**src/rtl/gpio_irq_pkg.sv**
```systemverilog
package gpio_irq_pkg;
    localparam int BUS_AW = 8;
    localparam int BUS_DW = 32;
    localparam int MAX_LINES = 32;

    localparam logic [BUS_AW-1:0] OFS_MODE  = 8'h00;
    localparam logic [BUS_AW-1:0] OFS_DIR   = 8'h04;
    localparam logic [BUS_AW-1:0] OFS_DOUT  = 8'h08;
    localparam logic [BUS_AW-1:0] OFS_DIN   = 8'h0C;
    localparam logic [BUS_AW-1:0] OFS_STAT  = 8'h10;
    localparam logic [BUS_AW-1:0] OFS_CLR   = 8'h14;
    localparam logic [BUS_AW-1:0] OFS_EN    = 8'h18;
    localparam logic [BUS_AW-1:0] OFS_ENSET = 8'h1C;
    localparam logic [BUS_AW-1:0] OFS_POL   = 8'h20;
    localparam logic [BUS_AW-1:0] OFS_TRIG  = 8'h24;
    localparam logic [BUS_AW-1:0] OFS_OSRC  = 8'h40;
    localparam logic [BUS_AW-1:0] OFS_BOTH  = 8'h4C;
    localparam logic [BUS_AW-1:0] OFS_INEN  = 8'h50;
endpackage

```
**src/rtl/gpio_pin_sync.sv**
```systemverilog
module gpio_pin_sync #(
    parameter int N      = 32,
    parameter int STAGES = 2
) (
    input  logic         clk,
    input  logic         rst_n,
    input  logic [N-1:0] pin_in,
    output logic [N-1:0] lvl_o,
    output logic [N-1:0] prev_o
);
    localparam int LAST = STAGES - 1;

    typedef struct packed {
        logic [STAGES-1:0][N-1:0] chain;
        logic [N-1:0]             prev;
    } sync_t;

    sync_t q, d;

    always_comb begin
        d          = q;
        d.chain[0] = pin_in;
        for (int s = 1; s < STAGES; s++) begin
            d.chain[s] = q.chain[s-1];
        end
        d.prev = q.chain[LAST];
    end

    always_ff @(posedge clk or negedge rst_n) begin
        if (!rst_n) q <= '0;
        else        q <= d;
    end

    assign lvl_o  = q.chain[LAST];
    assign prev_o = q.prev;
endmodule

```
**src/rtl/gpio_irq_detect.sv**
```systemverilog
module gpio_irq_detect #(
    parameter int N = 32
) (
    input  logic         clk,
    input  logic         rst_n,
    input  logic [N-1:0] lvl_i,
    input  logic [N-1:0] prev_i,
    input  logic [N-1:0] mode_i,
    input  logic [N-1:0] pol_i,
    input  logic [N-1:0] trig_i,
    input  logic [N-1:0] both_i,
    input  logic [N-1:0] clr_i,
    output logic [N-1:0] stat_o
);
    typedef struct packed {
        logic [N-1:0] stat;
    } det_t;

    det_t q, d;
    logic [N-1:0] hit;
    logic [N-1:0] active;

    genvar g;
    generate
        for (g = 0; g < N; g++) begin : g_line
            logic rise, fall;
            assign rise = lvl_i[g] & ~prev_i[g];
            assign fall = ~lvl_i[g] & prev_i[g];
            assign hit[g] = both_i[g] ? (rise | fall)
                                      : (pol_i[g] ? fall : rise);
            assign active[g] = lvl_i[g] ^ pol_i[g];
        end
    endgenerate

    always_comb begin
        d      = q;
        d.stat = mode_i & ((~trig_i & active) |
                           (trig_i & ((q.stat & ~clr_i) | hit)));
    end

    always_ff @(posedge clk or negedge rst_n) begin
        if (!rst_n) q <= '0;
        else        q <= d;
    end

    assign stat_o = q.stat;
endmodule

```
**src/rtl/gpio_bank_regs.sv**
```systemverilog
module gpio_bank_regs
    import gpio_irq_pkg::*;
#(
    parameter int N = 32
) (
    input  logic              clk,
    input  logic              rst_n,
    input  logic              wr_en,
    input  logic              rd_en,
    input  logic [BUS_AW-1:0] addr,
    input  logic [BUS_DW-1:0] wdata,
    input  logic [N-1:0]      lvl_i,
    input  logic [N-1:0]      stat_i,
    output logic [BUS_DW-1:0] rdata_o,
    output logic [N-1:0]      mode_o,
    output logic [N-1:0]      dir_o,
    output logic [N-1:0]      dout_o,
    output logic [N-1:0]      pol_o,
    output logic [N-1:0]      trig_o,
    output logic [N-1:0]      both_o,
    output logic [N-1:0]      osrc_o,
    output logic [N-1:0]      inen_o,
    output logic [N-1:0]      en_o,
    output logic [N-1:0]      clr_o
);
    typedef struct packed {
        logic [N-1:0]      mode;
        logic [N-1:0]      dir;
        logic [N-1:0]      dout;
        logic [N-1:0]      pol;
        logic [N-1:0]      trig;
        logic [N-1:0]      both;
        logic [N-1:0]      osrc;
        logic [N-1:0]      inen;
        logic [N-1:0]      en;
        logic [BUS_DW-1:0] rdata;
    } regs_t;

    regs_t q, d;
    logic [N-1:0] wbits;

    function automatic logic [BUS_DW-1:0] widen(input logic [N-1:0] v);
        return BUS_DW'(v);
    endfunction

    assign wbits = wdata[N-1:0];

    always_comb begin
        d     = q;
        clr_o = '0;
        if (wr_en) begin
            case (addr)
                OFS_MODE:  d.mode = wbits;
                OFS_DIR:   d.dir  = wbits;
                OFS_DOUT:  d.dout = wbits;
                OFS_POL:   d.pol  = wbits;
                OFS_TRIG:  d.trig = wbits;
                OFS_OSRC:  d.osrc = wbits;
                OFS_BOTH:  d.both = wbits;
                OFS_INEN:  d.inen = wbits;
                OFS_EN:    d.en   = q.en & wbits;
                OFS_ENSET: d.en   = q.en | wbits;
                OFS_CLR:   clr_o  = wbits;
                default:   ;
            endcase
        end
        if (rd_en) begin
            case (addr)
                OFS_MODE: d.rdata = widen(q.mode);
                OFS_DIR:  d.rdata = widen(q.dir);
                OFS_DOUT: d.rdata = widen(q.dout);
                OFS_DIN:  d.rdata = widen(lvl_i & q.inen);
                OFS_STAT: d.rdata = widen(stat_i);
                OFS_EN:   d.rdata = widen(q.en);
                OFS_POL:  d.rdata = widen(q.pol);
                OFS_TRIG: d.rdata = widen(q.trig);
                OFS_OSRC: d.rdata = widen(q.osrc);
                OFS_BOTH: d.rdata = widen(q.both);
                OFS_INEN: d.rdata = widen(q.inen);
                default:  d.rdata = '0;
            endcase
        end
    end

    always_ff @(posedge clk or negedge rst_n) begin
        if (!rst_n) q <= '0;
        else        q <= d;
    end

    assign rdata_o = q.rdata;
    assign mode_o  = q.mode;
    assign dir_o   = q.dir;
    assign dout_o  = q.dout;
    assign pol_o   = q.pol;
    assign trig_o  = q.trig;
    assign both_o  = q.both;
    assign osrc_o  = q.osrc;
    assign inen_o  = q.inen;
    assign en_o    = q.en;
endmodule

```
**src/rtl/gpio_irq_bank.sv**
```systemverilog
module gpio_irq_bank
    import gpio_irq_pkg::*;
#(
    parameter int NUM_LINES   = 32,
    parameter int SYNC_STAGES = 2
) (
    input  logic                 clk,
    input  logic                 rst_n,
    input  logic                 bus_valid,
    input  logic                 bus_write,
    input  logic [BUS_AW-1:0]    bus_addr,
    input  logic [BUS_DW-1:0]    bus_wdata,
    output logic [BUS_DW-1:0]    bus_rdata,
    input  logic [NUM_LINES-1:0] pin_in,
    output logic [NUM_LINES-1:0] pin_out,
    output logic [NUM_LINES-1:0] pin_oe,
    output logic                 irq_out
);
    localparam int N = (NUM_LINES > MAX_LINES) ? MAX_LINES : NUM_LINES;

    logic [N-1:0] lvl_q, prev_q, stat_q, en_q, mode_q, trig_q;
    logic [N-1:0] dir_q, dout_q, pol_q, both_q, osrc_q, inen_q, clr_w;

    gpio_pin_sync #(.N(N), .STAGES(SYNC_STAGES)) u_sync (
        .clk    (clk),
        .rst_n  (rst_n),
        .pin_in (pin_in[N-1:0]),
        .lvl_o  (lvl_q),
        .prev_o (prev_q)
    );

    gpio_bank_regs #(.N(N)) u_regs (
        .clk     (clk),
        .rst_n   (rst_n),
        .wr_en   (bus_valid & bus_write),
        .rd_en   (bus_valid & ~bus_write),
        .addr    (bus_addr),
        .wdata   (bus_wdata),
        .lvl_i   (lvl_q),
        .stat_i  (stat_q),
        .rdata_o (bus_rdata),
        .mode_o  (mode_q),
        .dir_o   (dir_q),
        .dout_o  (dout_q),
        .pol_o   (pol_q),
        .trig_o  (trig_q),
        .both_o  (both_q),
        .osrc_o  (osrc_q),
        .inen_o  (inen_q),
        .en_o    (en_q),
        .clr_o   (clr_w)
    );

    gpio_irq_detect #(.N(N)) u_det (
        .clk    (clk),
        .rst_n  (rst_n),
        .lvl_i  (lvl_q),
        .prev_i (prev_q),
        .mode_i (mode_q),
        .pol_i  (pol_q),
        .trig_i (trig_q),
        .both_i (both_q),
        .clr_i  (clr_w),
        .stat_o (stat_q)
    );

    assign pin_oe  = NUM_LINES'(dir_q & ~mode_q);
    assign pin_out = NUM_LINES'(dout_q & ~osrc_q);
    assign irq_out = |(stat_q & en_q);
endmodule

```
**config.mk**
```make
export PLATFORM = sky130hd
export DESIGN_NAME = gpio_irq_bank
export DESIGN_NICKNAME = d
export VERILOG_FILES = /design/src/rtl/gpio_irq_pkg.sv /design/src/rtl/gpio_pin_sync.sv /design/src/rtl/gpio_irq_detect.sv /design/src/rtl/gpio_bank_regs.sv /design/src/rtl/gpio_irq_bank.sv
export SDC_FILE = /design/constraint.sdc
export NUM_CORES = 1
export LEC_CHECK = 0
export CORE_MARGIN = 1
export CORE_UTILIZATION = 59
export CTS_CLUSTER_SIZE = 16
export DETAILED_ROUTE_END_ITERATION = 8
export GPL_TIMING_DRIVEN = 0
export HOLD_SLACK_MARGIN = 0.1
export PLACE_DENSITY = 0.81
export SYNTH_ARGS = -nofsm -noshare
export SYNTH_HDL_FRONTEND = slang
export SYNTH_HIERARCHICAL = 1
export SYNTH_SLANG_ARGS = --single-unit
```
**constraint.sdc**
```tcl
create_clock -name clk -period 2 [get_ports clk]
set_input_delay 0.2 -clock clk [delete_from_list [all_inputs] [get_ports clk]]
set_output_delay 0.2 -clock clk [all_outputs]
set_load 0.03 [all_outputs]
```
==> results.md, run 1 <==
- The worst register-to-register path begins at u_sync/lvl_o[11].
- The count of clock tree sinks is 448.
- The clock period minus worst slack is 2499 ps.
- The TritonCTS buffer count is 47.
- For this configuration, the core starts out at a cell density of 0.5990.
- The area added between synthesis and finish is 22.90%.
- Hold is met by 143.2 ps.
- The net count after synthesis is 2013.
- The via total after detailed routing is 17560.
- The final total negative setup slack is -527.2 ps.
- The first-pass GRT wire length is 110300 microns.
- The data arrival time of the worst path is 2300 ps.
- The number of distinct library cells after synthesis is 65.
- The number of optimization iterations in the first detailed-route pass is 6.
- Dividing the detail-routed via count by the number of cells gives 6.587.
- The cell count after synthesis came out at 1873.
- Setup violations remaining at the end of the flow were counted as 2.
- The synthesized area per cell is 11.71 sq um.
- The violation count after the first detailed-routing iteration is 2178.
- In the synthesized netlist the dominant register cell turns out to be sky130_fd_sc_hd__dfrtp_1.
- After detailed routing, the met2 layer carries 32180 microns of wire.
- The worst setup path startpoint is u_regs/en_o[3].
- During placement, the flow inserted port buffers numbering 165.
- For this design the ratio of total power to cell area is 753.0 nW/um^2.
- The weighted congestion reported at the end of routability-driven placement is 0.9957.
- The worst setup slack after layout is -499.1 ps.
- The run finished, with violations left.
- The final hold violation count is 0.
- In the final layout, the share of cells above drive strength 1 is 0.2468.
- The floorplan step set the die width to 194.8 microns.
- The via count of the first global-routing pass is 17740.
- The share of the Yosys chip area taken by registers is 0.5112.
- The net load switching power is 0.004929 W.
- The worst supply voltage drop on vdd is 0.8303 mV.
- Of the total power, registers draw 0.471.
- The power share of the clock group is 0.449.
- The share of synthesized area in the top cell type comes to 0.5112.
- The worst setup path is captured at an output pin.
- Fill cells in the final layout number 2507.
- The classification of the worst-slack hold path is in -> async.
- The number of antenna violations at the first check in global routing is 1.
- Clock skew on the completed layout was measured at 29.60 ps.
- The data required time at the worst endpoint is 1800 ps.
- The number of slew-limit violations in the final report is 0.
- In the finished design, the share of the clock period the worst path needs comes to 1.250.
- The routed metal-1 wirelength is 27640 microns.
- The placeable core area is 36610 sq um.
- The final-stage net count is 2301.
- The share of total power dissipated in combinational logic is 0.080.
- Setup repair after global routing could not meet its margin everywhere.
- The clock latency reported for the late side of the worst-skew pair is 600 ps.
- The max-slew headroom at the worst pin is 0.3886.
- In this run the cell area of the synthesized design comes to 21930 sq um.
- The wire length on met3 is 9418 microns.
- The async set or reset register ratio after synthesis is 1.000.
- The internal portion of the total power is 0.01536 W.
- For this design the static power due to leakage is 12.94 nW.
- Of the total power, the share spent switching nets is 0.2429.
- Entering global routing, the biggest net connects 121 pins.
- The category of the worst setup path launch point is a flip-flop.
- The final antenna-violating net count is 0.
- In this run the worst path has a maximum fanout of 2.
- TritonCTS built the clock tree.
- The storage element area is 11220 sq um.
- The top-level I/O count is 173.
- Ranked by total cell area, the synthesized netlist is headed by sky130_fd_sc_hd__dfrtp_1 (51%), sky130_fd_sc_hd__mux2_2 (13%), sky130_fd_sc_hd__ha_1 (3.7%).
- The deepest level of the CTS H-tree is 2.
- The y dimension of the die is 194.8 microns.
- In the final layout, the multi-input gates occupy 9637 sq um.
- The maximum operating frequency is 400.1 MHz.
- Dividing the detail-routed wire length by the instance count gives 28.00 microns.
- The synthesis-stage register bit count is 448.
- After floorplanning, the core was divided into 70 placement rows.
- The path type of the worst setup path is reg -> out.
- Yosys mapped a number of flops with a built-in enable equal to 0.
- In this run the clock root is driven by a sky130_fd_sc_hd__clkbuf_16.
- In the global route stage, overall resource usage came out at 0.3956.
- The floorplan step defined a die boundary enclosing 37940 sq um.
- Clock-pin slew was measured on the worst setup and hold paths at 60 ps.
- Signal routing reaches up to met4.
- The number of buffers on the longest clock path is 3.
- The actual transition at the worst max-transition pin is 917.1 ps.
- During synthesis, Yosys emitted a total of 6 warnings.
- The total wire length is 74630 microns.
- In the routed design, unresolved DRC markers number 0.
- Across the run, the number of max-cap violations was 0.
- The checks that failed: negative setup slack.
- The overflow left after global routing is 0.
- The most area-hungry cell type in the Yosys netlist is sky130_fd_sc_hd__dfrtp_1.
- The final HPWL from detailed placement is 48870 microns.
power by group through the flow:
stage | clock [W] | combinational [W] | sequential, W
6_report | 0.00910 | 0.00162 | 0.00956
5_1_grt | 0.00952 | 0.00174 | 0.00959
4_1_cts | 0.00917 | 0.00157 | 0.00956
3_5_place_dp | 0 | 0.00148 | 0.00971
3_3_place_gp | 0 | 0.00140 | 0.00972
2_1_floorplan | 0 | 0.000759 | 0.00963
area by class of cell:
class	instances	share of cell area
sequential	448	0.4162
multi-input combinational	1140	0.3576
timing repair buffer	242	0.08918
clock buffer	66	0.05190
buffer	153	0.03756
tap	468	0.02173
inverter	129	0.01797
clock inverter	18	0.007846
antenna	1	0.00009285
cells in the final DEF, fill, tap and decap left out, drive strengths merged, types with 11 or more instances in the layout:
master,instances
dfrtp,448
mux2,264
clkbuf,134
inv,131
nor2,130
buf,125
clkdlybuf4s50,94
nor2b,80
ha,64
dlygate4sd2,62
mux2i,60
nand2,59
a22oi,57
a21oi,53
and2,37
dlygate4sd3,37
o221ai,32
xor2,32
o221a,32
a221oi,28
a32oi,24
o22ai,19
o21ai,18
a22o,17
o2bb2ai,14
a31oi,13
nor3,13
clkinv,11
what timing repair did:
action / CTS / global route
hold buffers: 37 / 0
endpoints found under the hold margin: 176 / 0
gates cloned: 0 / 1
resized for setup: 185 / 50
pin swaps: 18 / 2
setup endpoints to repair: 400 / 233
setup buffers: 28 / 7
worst max-delay path: stages, from the launching register on:
cell and delay (ps):
sky130_fd_sc_hd__dfrtp_2 450, sky130_fd_sc_hd__a22oi_2 270, sky130_fd_sc_hd__nand4_1 220, sky130_fd_sc_hd__or4_4 610, sky130_fd_sc_hd__buf_6 160
kinds of logic after synthesis:
family	share of synthesized area
AOI/OAI and AO/OA	0.1253
buffers and inverters	0.05888
adders and majority gates	0.03652
DFF	0.5112
and+or+nand+nor	0.09129
muxes	0.1640
xor gates and xnor gates	0.01278
through the flow:
stage | total power [W] | instance area (sq um) | utilization | worst slack [ps] | instances
6_report | 0.02029 | 26950 | 0.7362 | -499.1 | 2665
4_1_cts | 0.02030 | 26720 | 0.7300 | -446.2 | 2657
2_1_floorplan | 0.01039 | 21930 | - | 39.67 | 1873
3_3_place_gp | 0.01113 | 24170 | 0.6601 | -18780 | 2506
3_5_place_dp | 0.01119 | 24290 | 0.6634 | -1592 | 2510
5_1_grt | 0.02084 | 26950 | 0.7361 | -506.0 | 2664
per-layer routing:
metal | vias up | GRT usage
li1 | 7291 | -
met1 | 8718 | 0.5129
met2 | 1196 | 0.5883
met3 | 350 | 0.1133
met4 | 0 | 0.2458
met5 | - | 0
cell usage after synthesis, drive strengths merged, types with 2 or more instances:
master / number
o221ai: 32
buf: 91
a311oi: 3
o2bb2ai: 14
a22oi: 57
a21oi: 53
clkbuf: 65
nand4: 6
a32oi: 24
a22o: 17
a32o: 7
nor3b: 5
a211oi: 6
xor2: 32
nand2b: 4
nand2: 59
nor2b: 80
a31oi: 13
nor4: 5
and2: 37
nor3: 13
nor4bb: 2
o221a: 32
ha: 64
nand3: 8
o21ai: 18
nor4b: 6
nand3b: 4
mux2: 264
dfrtp: 448
mux2i: 60
a21o: 2
a222oi: 8
o22a: 2
inv: 129
a221oi: 28
or4b: 4
or4: 3
o22ai: 19
a2111oi: 10
nor2: 130
worst paths after layout:
check                                      to  slack [ps]  depth (start not counted)
setup / recovery                      irq_out        -500                          4
hold / removal                u_sync/lvl_o[2]         140                          2
setup reg to reg           u_regs/rdata_o[11]         180                          6
hold reg to reg              u_sync/lvl_o[24]         350                          0
max in group asynchronous    u_det/stat_o[13]         280                          4
min in group clk            u_regs/mode_o[18]         240                          2
(Power assumes the default switching activity.)
==> inputs of run 2 (changes only) <==
- CORE_ASPECT_RATIO: default -> 1.1
==> run 2 against run 1 <==
Clock power is 1% lower; core utilization rose by 0.13 points; critical endpoint unchanged; non-clock buffer count fell by 12; critical path depth is the same; the run still ends with negative setup slack left; fmax up 5.7%; critical path type unchanged; combinational power barely moved; sequential cell count is the same; highest routed layer unchanged; via count up 1.3%; worst hold slack worse by 42 ps.
==> results.md, run 2 (same netlist as run 1, synthesis figures left out) <==
- The flow ran to the end, but the final reports show violations.
- The final reports fail on negative setup slack.
- The post-CTS clock slew at the launch and capture registers of the worst setup and hold paths is 60 ps.
- STA puts the critical path data required time at 1800 ps.
- TritonCTS built the clock tree.
- The library cell used most frequently in the layout, excluding fill and tap cells, is sky130_fd_sc_hd__dfrtp_1.
- The share of post-route cells with drive strength above 1 is 0.2419.
- For the final database, setup skew stands at 13.82 ps.
- The cell area power density is 752.9 nW/um^2.
- For this run, the top clock speed supported by timing is 422.8 MHz.
- Entering global routing, the biggest net connects 119 pins.
- The number of placed instances, taps included, is 2530.
- The placeable core area is 36350 sq um.
- The final total negative setup slack is -443.9 ps.
- For this run, the detailed router's first-pass iteration total came to 6.
- The final design instance area without fill is 26810 sq um.
- The deepest level of the CTS H-tree is 2.
- The category of the worst setup path launch point is a flip-flop.
- The actual transition at the worst max-transition pin is 872.0 ps.
- The top-level I/O count is 173.
- The total wire length is 74220 microns.
- Setup slack on the critical path of the routed design comes to -365.4 ps.
- The via total after detailed routing is 17780.
- Setup violations remaining at the end of the flow were counted as 4.
- The y dimension of the die is 204.2 microns.
- The data arrival time of the worst path is 2170 ps.
- The final-stage net count is 2289.
- The clock period minus worst slack is 2365 ps.
- For this run the aggregate overflow at the end of global routing stands at 0.
- The number of antenna violations at the first check in global routing is 2.
- Dividing the detail-routed wire length by the instance count gives 27.76 microns.
- For this configuration, the core starts out at a cell density of 0.6033.
- The layout filler cell count is 2486.
- The largest fanout on the critical path is 3.
- The first-pass GRT wire length is 109400 microns.
- In the layout the commonest cells are sky130_fd_sc_hd__dfrtp_1 (441), sky130_fd_sc_hd__mux2_2 (253), sky130_fd_sc_hd__inv_1 (129), sky130_fd_sc_hd__nor2_1 (122), sky130_fd_sc_hd__clkdlybuf4s50_1 (95).
- STA classifies the critical path endpoint as an output pin.
- The max-capacitance violation count is 0.
- The clock latency reported for the late side of the worst-skew pair is 570 ps.
- The worst supply voltage drop on vdd is 0.7267 mV.
- The number of slew-limit violations in the final report was 0.
- The via count of the first global-routing pass came to 17730.
- In this run the tightest slew margin relative to its limit is 0.4187.
- Detailed placement finished with a half-perimeter wire length of 49040 microns.
- In this run the worst hold path is classified as in -> reg.
- The count of nets left with antenna violations once routing finished came out at 0.
- The weighted congestion reported at the end of routability-driven placement is 0.9813.
- The critical path in this run is classified as reg -> out.
- During placement, the flow inserted port buffers numbering 165.
- The TritonCTS buffer count is 47.
- From synthesis to final layout, the design area changed by 22.24%.
- Using the TritonRoute via totals, the vias-per-cell ratio works out to 6.650.
- Total power for the finished layout comes to 0.02018 W.
- In this run the static leakage power is 13.01 nW.
- CTS saw 448 sinks.
- The number of cell rows is 73.
- Hold is met by 100.9 ps.
- The final hold violation count is 0.
- The overall routing resource usage is 0.3983.
- The filler-free cell count of the finished design is 2674.
- The cell count of the worst reg-to-reg path is 6.
- The violation count after the first detailed-routing iteration is 2329.
- The clock passes through at most 3 buffers.
- The die width is 185.8 microns.
- The clock tree root driver cell is sky130_fd_sc_hd__clkbuf_16.
- The final cycle utilization of the critical path is 1.183.
- The count of cells along the worst hold path is 1.
- The die area is 37940 sq um.
- For this run, design rule violations remaining after detail routing come to 0.
- Setup repair after global routing could not meet its margin everywhere.
- The post-placement cell area is 24320 sq um.
[run 2: per-stage QoR]
step	worst slack, ps	utilization
finish	-365.4	0.7374
global route	-366.0	0.7371
floorplan	39.67	-
global placement	-18720	0.6655
detailed placement	-1587	0.6691
CTS	-399.2	0.7338
[run 2: path summary, 6_finish.rpt]
check                                       from            endpoint  slack, ps
worst max register to register  u_sync/lvl_o[11]  u_regs/rdata_o[11]         90
max in group asynchronous                  rst_n     u_det/stat_o[4]        820
min in group asynchronous                  rst_n    u_sync/lvl_o[17]        140
worst min register to register      u_sync/d[76]    u_sync/lvl_o[12]        340
worst max-delay path            u_det/stat_o[13]             irq_out       -370
worst min-delay path                  pin_in[10]        u_sync/d[74]        100
[run 2: timing repair]
item,4_1_cts,5_1_grt
hold buffers,36,0
buffers inserted,23,1
endpoints found under the setup margin,387,206
hold endpoints to repair,386,0
resized for setup,163,58
pin swaps,15,4
[run 2: where the power goes]
part | leakage (nW) | switching (W) | total (W) | internal, W
clock network | 0.784 | 0.00367 | 0.00901 | 0.00534
logic | 6.24 | 0.000969 | 0.00161 | 0.000638
registers | 5.98 | 0.000238 | 0.00957 | 0.00933
total | 13.0 | 0.00487 | 0.0202 | 0.0153
[run 2: metal layers]
layer	track usage	vias up	routed length, microns
li1	-	7254	-
met1	0.5098	8814	26860
met2	0.5889	1337	32390
met3	0.1226	377	9576
met4	0.2494	0	5389
met5	0	-	0
[run 2: critical path: stages, from the launching register on]
cell                      delay (ps)
sky130_fd_sc_hd__dfrtp_2         460
sky130_fd_sc_hd__a22oi_2         270
sky130_fd_sc_hd__nand4_1         210
sky130_fd_sc_hd__or4_4           490
sky130_fd_sc_hd__buf_6           160
[run 2: cell type report]
cell class,count,area (sq um),area share
repair buffers,230,2306,0.08602
diodes,4,10.01,0.0003734
inverters,129,484.2,0.01806
clock buffers,71,1439,0.05368
clock inverters,12,151.4,0.005648
flip-flops and latches,448,11220,0.4185
well taps,487,609.3,0.02273
multi-input cells,1140,9602,0.3582
plain buffers,153,985.9,0.03678
